===== src/rtl/rxdma_pkg.sv =====
`timescale 1ns/1ps
package rxdma_pkg;
  localparam int LANES  = 4;
  localparam int LANE_W = $clog2(LANES);
  localparam int WORD_W = 8 * LANES;
endpackage


===== src/rtl/rx_desc_ctl.sv =====
`timescale 1ns/1ps
module rx_desc_ctl #(
  parameter int AW = 16,
  parameter int CW = 16
) (
  input  logic          clk,
  input  logic          rst,
  input  logic [AW-1:0] base0,
  input  logic [AW-1:0] base1,
  input  logic [CW-1:0] lim0,
  input  logic [CW-1:0] lim1,
  input  logic          ok0,
  input  logic          ok1,
  input  logic          acc,
  input  logic          drop,
  input  logic          last,
  output logic [AW-1:0] ptr,
  output logic          loaded,
  output logic          stopped,
  output logic          underrun,
  output logic          cur,
  output logic          term,
  output logic          irq,
  output logic          tc
);
  logic [CW-1:0] cnt;
  logic [CW-1:0] cnt_nx;
  logic [CW-1:0] lim_cur;
  logic          take;
  logic          hit;
  logic          ok_cur;
  logic          ok_nxt;

  always_comb begin
    take    = acc & ~drop;
    cnt_nx  = cnt + 1'b1;
    lim_cur = cur ? lim1 : lim0;
    ok_cur  = cur ? ok1 : ok0;
    ok_nxt  = cur ? ok0 : ok1;
    hit     = take && (cnt_nx == lim_cur);
    term    = acc && (last || hit);
  end

  always_ff @(posedge clk) begin
    if (rst) begin
      cur      <= 1'b0;
      loaded   <= 1'b0;
      stopped  <= 1'b0;
      underrun <= 1'b0;
      cnt      <= '0;
      ptr      <= '0;
      irq      <= 1'b0;
      tc       <= 1'b0;
    end else begin
      irq <= term;
      tc  <= hit;
      if (term) begin
        loaded <= 1'b0;
        cur    <= ~cur;
        if (!ok_nxt) begin
          stopped  <= 1'b1;
          underrun <= 1'b1;
        end
      end else if (take) begin
        cnt <= cnt_nx;
        ptr <= ptr + 1'b1;
      end else if (!loaded && !stopped && ok_cur) begin
        loaded <= 1'b1;
        cnt    <= '0;
        ptr    <= cur ? base1 : base0;
      end
    end
  end

  // the limit pulse always comes with a termination pulse
  p_tc_with_irq_r7: assert property (@(posedge clk) disable iff (rst)
    tc |-> irq);
  // every termination pulse coincides with a change of descriptor
  p_sel_flips_r8: assert property (@(posedge clk) disable iff (rst)
    irq |-> (cur != $past(cur)));
  // underrun is sticky
  p_underrun_sticky_r10: assert property (@(posedge clk) disable iff (rst)
    underrun |=> underrun);
endmodule


===== src/rtl/rx_packer.sv =====
`timescale 1ns/1ps
module rx_packer import rxdma_pkg::*; #(
  parameter int AW = 16
) (
  input  logic              clk,
  input  logic              rst,
  input  logic              take,
  input  logic [AW-1:0]     ptr,
  input  logic [7:0]        din,
  input  logic              flush,
  input  logic              mem_ack,
  output logic              mem_we,
  output logic [AW-1:0]     mem_addr,
  output logic [LANES-1:0]  mem_be,
  output logic [WORD_W-1:0] mem_wdata
);
  logic [WORD_W-1:0] pk_d, nd;
  logic [LANES-1:0]  pk_b, nb;
  logic [LANE_W-1:0] lane;
  logic              fire;

  always_comb begin
    lane = ptr[LANE_W-1:0];
    nd   = pk_d;
    nb   = pk_b;
    if (take) begin
      nd[lane*8 +: 8] = din;
      nb[lane]        = 1'b1;
    end
    fire = (take && (lane == LANE_W'(LANES-1))) || (flush && (|nb));
  end

  always_ff @(posedge clk) begin
    if (rst) begin
      mem_we    <= 1'b0;
      mem_addr  <= '0;
      mem_be    <= '0;
      mem_wdata <= '0;
      pk_d      <= '0;
      pk_b      <= '0;
    end else begin
      if (mem_we && mem_ack) mem_we <= 1'b0;
      if (fire || flush) begin
        pk_d <= '0;
        pk_b <= '0;
      end else begin
        pk_d <= nd;
        pk_b <= nb;
      end
      if (fire) begin
        mem_we    <= 1'b1;
        mem_addr  <= {ptr[AW-1:LANE_W], {LANE_W{1'b0}}};
        mem_be    <= nb;
        mem_wdata <= nd;
      end
    end
  end

  // a pending write keeps its fields until acknowledged
  p_hold_write_r9: assert property (@(posedge clk) disable iff (rst)
    (mem_we && !mem_ack) |=> (mem_we && $stable(mem_addr) && $stable(mem_be)
                              && $stable(mem_wdata)));
  // no write goes out with every lane disabled
  p_be_nonzero_r1: assert property (@(posedge clk) disable iff (rst)
    mem_we |-> (mem_be != '0));
endmodule


===== src/rtl/rx_dma_packer.sv =====
`timescale 1ns/1ps
module rx_dma_packer import rxdma_pkg::*; #(
  parameter int AW = 16,
  parameter int CW = 16
) (
  input  logic              clk,
  input  logic              rst,
  input  logic              in_valid,
  input  logic [7:0]        in_data,
  input  logic              in_end,
  input  logic              in_err,
  output logic              in_ready,
  input  logic              ign_err,
  input  logic [AW-1:0]     base0,
  input  logic [CW-1:0]     lim0,
  input  logic              ok0,
  input  logic [AW-1:0]     base1,
  input  logic [CW-1:0]     lim1,
  input  logic              ok1,
  output logic              mem_we,
  output logic [AW-1:0]     mem_addr,
  output logic [LANES-1:0]  mem_be,
  output logic [WORD_W-1:0] mem_wdata,
  input  logic              mem_ack,
  output logic              next_sel,
  output logic              irq,
  output logic              tc,
  output logic              underrun
);
  logic          acc, drop, take, term, loaded, stopped;
  logic [AW-1:0] ptr;

  always_comb begin
    in_ready = loaded & ~stopped & ~mem_we;
    acc      = in_valid & in_ready;
    drop     = acc & in_end & in_err & ~ign_err;
    take     = acc & ~drop;
  end

  rx_desc_ctl #(.AW(AW), .CW(CW)) ctl_i (
    .clk(clk), .rst(rst),
    .base0(base0), .base1(base1), .lim0(lim0), .lim1(lim1),
    .ok0(ok0), .ok1(ok1),
    .acc(acc), .drop(drop), .last(in_end),
    .ptr(ptr), .loaded(loaded), .stopped(stopped), .underrun(underrun),
    .cur(next_sel), .term(term), .irq(irq), .tc(tc)
  );

  rx_packer #(.AW(AW)) pk_i (
    .clk(clk), .rst(rst),
    .take(take), .ptr(ptr), .din(in_data), .flush(term),
    .mem_ack(mem_ack),
    .mem_we(mem_we), .mem_addr(mem_addr), .mem_be(mem_be),
    .mem_wdata(mem_wdata)
  );

  // a halted channel never offers ready
  p_halt_no_ready_r10: assert property (@(posedge clk) disable iff (rst)
    underrun |-> !in_ready);
  // no byte is accepted while a write waits for its acknowledge
  p_stall_r9: assert property (@(posedge clk) disable iff (rst)
    (mem_we && !mem_ack) |=> !in_ready);
endmodule


===== config.mk =====
export PLATFORM = sky130hd
export DESIGN_NAME = rx_dma_packer
export DESIGN_NICKNAME = d
export VERILOG_FILES = /design/src/rtl/rxdma_pkg.sv /design/src/rtl/rx_desc_ctl.sv /design/src/rtl/rx_packer.sv /design/src/rtl/rx_dma_packer.sv
export SDC_FILE = /design/constraint.sdc
export NUM_CORES = 1
export LEC_CHECK = 0
export BUFFER_PORTS_ARGS = -buffer_cell sky130_fd_sc_hd__buf_4
export CAP_MARGIN = 20
export CORE_MARGIN = 2
export CORE_UTILIZATION = 57
export CTS_BUF_LIST = sky130_fd_sc_hd__clkbuf_4
export DETAILED_ROUTE_END_ITERATION = 10
export GPL_ROUTABILITY_DRIVEN = 0
export PLACE_DENSITY_LB_ADDON = 0.2
export SETUP_SLACK_MARGIN = 0.4
export SLEW_MARGIN = 0
export SYNTH_ARGS = -nofsm -noshare
export SYNTH_HDL_FRONTEND = slang
export SYNTH_SLANG_ARGS = --single-unit

===== constraint.sdc =====
create_clock -name clk -period 4.3 [get_ports clk]
set_clock_uncertainty 0.1 [all_clocks]
set_input_delay 0.86 -clock clk [delete_from_list [all_inputs] [get_ports clk]]
set_output_delay 0.86 -clock clk [all_outputs]
set_load 0.03 [all_outputs]

==> summary.txt <==
critical path required time - 4.65 ns
Final Slew Violations - 0
Yosys cell types - 59
largest area contributor in the netlist - dfxtp_1
class of the worst hold path - register to register
final setup TNS - 0 ns
Clock transition at path regs - 0.11 ns
final setup fails - 0
most frequent cells in the layout - buf_4, nor2_1, dfxtp_1, nand2_1, a21oi_1
Skew-Pair Late Insertion Delay - 0.56 ns
crit share post-route - 82.4%
startpoint types - register
final net count - 1003
post_cts resized - 0
synth-to-layout area growth - 20.4%
EDFF count, synth - 0
global-route wire length before repair - 28.0 mm
clk buf depth - 2
vias in the first global route - 5963
initial antenna violation count - 0
GRT Total Usage - 26.9%
commonest non-fill, non-tap cell in the layout - buf_4
WP data arrival - 3.89 ns
Sink Count - 124
htree depth - 4
Cell Pwr Density - 312 nW/um2
CTS buffer count - 17
Syn Inst Count - 800
top cell type's share of synthesized area - 36.9%
FILL cells - 905
layout cells sized above 1 - 25.6%
Initial Util - 58.6%
Die ar. - 12700 um2
pin count of the biggest net entering global routing - 93
register area share after synthesis - 36.9%
initial drt markers - 565
endpoint type of the worst setup path - register
total wire length - 17.0 mm
yosys warns - 0
status - completed
Post-Syn Area - 6720 um2
Reg area - 2480 um2
row cnt - 39
Slew headroom - 38.3%
core region area - 11500 um2
CTS hold repair buffers - 0
Main synth FF type - dfxtp_1
Critical Path Fanout Max - 21
Die Y - 113 um
Worst Path Class, Setup - register to register
worst vdd ir - 0.218 mV
RSZ-0062 raised after global routing - false
post-place setup slack - 0.411 ns
max_cap viols - 0
TritonRoute pass-1 iters - 6
IO buf count - 136
Worst Slack Setup Final - 0.758 ns
Vias/cell - 5.80
FF+latch count, synth - 124
DP HPWL - 11.8 mm
Multi-input gate area - 3920 um2
CTS tree - yes
leakage power - 0.00340 uW
fmax - 282 MHz
per-cell routed wire length - 15.9 um
final hold vios - 0
Post-synth ARST share - 0%
# Post-CTS Setup Buffers - 0
DR DRC count - 0
Synth area leaders - dfxtp_1, nor2_1, mux2i_1
Final min period - 3.54 ns
Avg Synthesized Cell Area - 8.40 um2
Worst-Margin Slew - 0.925 ns
I/O pin count - 139
root buf cell - clkbuf_4
DR vias - 6202
Final ANT Viol Nets - 0
total gr overflow - 0
die width - 113 um
-- area by class of cell --
cell class | count | area share, %
Antenna cell | 1 | 0.0309
Clock inverter | 14 | 2.37
Inverter | 12 | 0.557
Clock buffer | 18 | 1.67
Timing Repair Buffer | 149 | 14.0
Sequential cell | 124 | 30.7
Tap cell | 143 | 2.21
Multi-Input combinational cell | 609 | 48.5
-- final timing paths --
path / startpoint / endpoint / slack [ns] / cells past startpoint
worst max-delay path: ctl_i.cnt[0] / pk_i.mem_wdata[17] / 0.76 / 9
worst min register to register: pk_i.pk_b[3] / pk_i.pk_b[3] / 0.36 / 2
worst min-delay path: pk_i.pk_b[3] / pk_i.pk_b[3] / 0.36 / 2
worst max register to register: ctl_i.cnt[0] / pk_i.mem_wdata[17] / 0.76 / 9
-- synthesized netlist by cell type, types with 8 or more instances --
cell      number
nor2_1       133
dfxtp_1      124
nand2_1       89
a21oi_1       51
mux2i_1       48
clkbuf_1      37
nor2b_1       36
mux2_4        32
nand3_1       14
nor3_1        14
xnor2_1       14
a21o_1        12
a31oi_1       12
inv_1         11
and3_1        10
ha_1           9
o31ai_1        9
o211ai_1       8
o21ai_0        8
or3_1          8
xor2_1         8
-- sequential cells by signal, summed over array words and instances, names as in the netlist, 4 cells and up --
register,flops
ctl_i.cnt,16
ctl_i.ptr,16
pk_i.mem_addr,14
pk_i.mem_be,4
pk_i.mem_wdata,32
pk_i.pk_b,4
pk_i.pk_d,32
-- through the flow --
| step | total power, uW | hold slack (ns) | cells | utilization, % | area [um2] |
|---|---|---|---|---|---|
| floorplan | 1470 | 0.318 | 801 | - | 6720 |
| global placement | 1580 | 0.334 | 1035 | 67.4 | 7730 |
| detailed placement | 1590 | 0.335 | 1036 | 67.5 | 7740 |
| CTS | 2530 | 0.354 | 1068 | 70.4 | 8070 |
| global route | 2620 | 0.391 | 1069 | 70.5 | 8090 |
| finish | 2530 | 0.357 | 1070 | 70.6 | 8090 |
-- layer usage --
layer,part of all wire [%],routed length [um],global-route usage (%)
met1,44,7420,35.6
met2,47,8000,44.2
met3,7.2,1230,4.91
met4,2.1,360,9.76
met5,0,0,0
-- power breakdown --
part | internal [uW] | switching [uW]
combinational | 158 | 201
clock | 472 | 478
sequential | 1180 | 38.5
total | 1810 | 718
-- worst max-delay path: stages (launching register included) --
cell and delay (ns):
dfxtp_1 0.44, ha_1 0.29, and3_1 0.39, nand4_1 0.17
or3_1 0.35, o211a_1 0.15, or4_1 0.54, a21o_2 0.41
buf_12 0.26, mux2_4 0.30
-- kinds of logic (layout without fill, tap and decap cells) --
kind of cell,Yosys count,in the layout,share of synthesized area [%]
simple gates,353,353,24.9
compound gates,136,136,13.3
flops,124,124,36.9
mux,87,87,15.5
buf+inv,68,193,4.82
xor+xnor,22,22,2.87
fa+ha+maj,9,9,1.68
other cells,1,3,0.0558
Note: power is estimated with default switching activity, not from simulation.
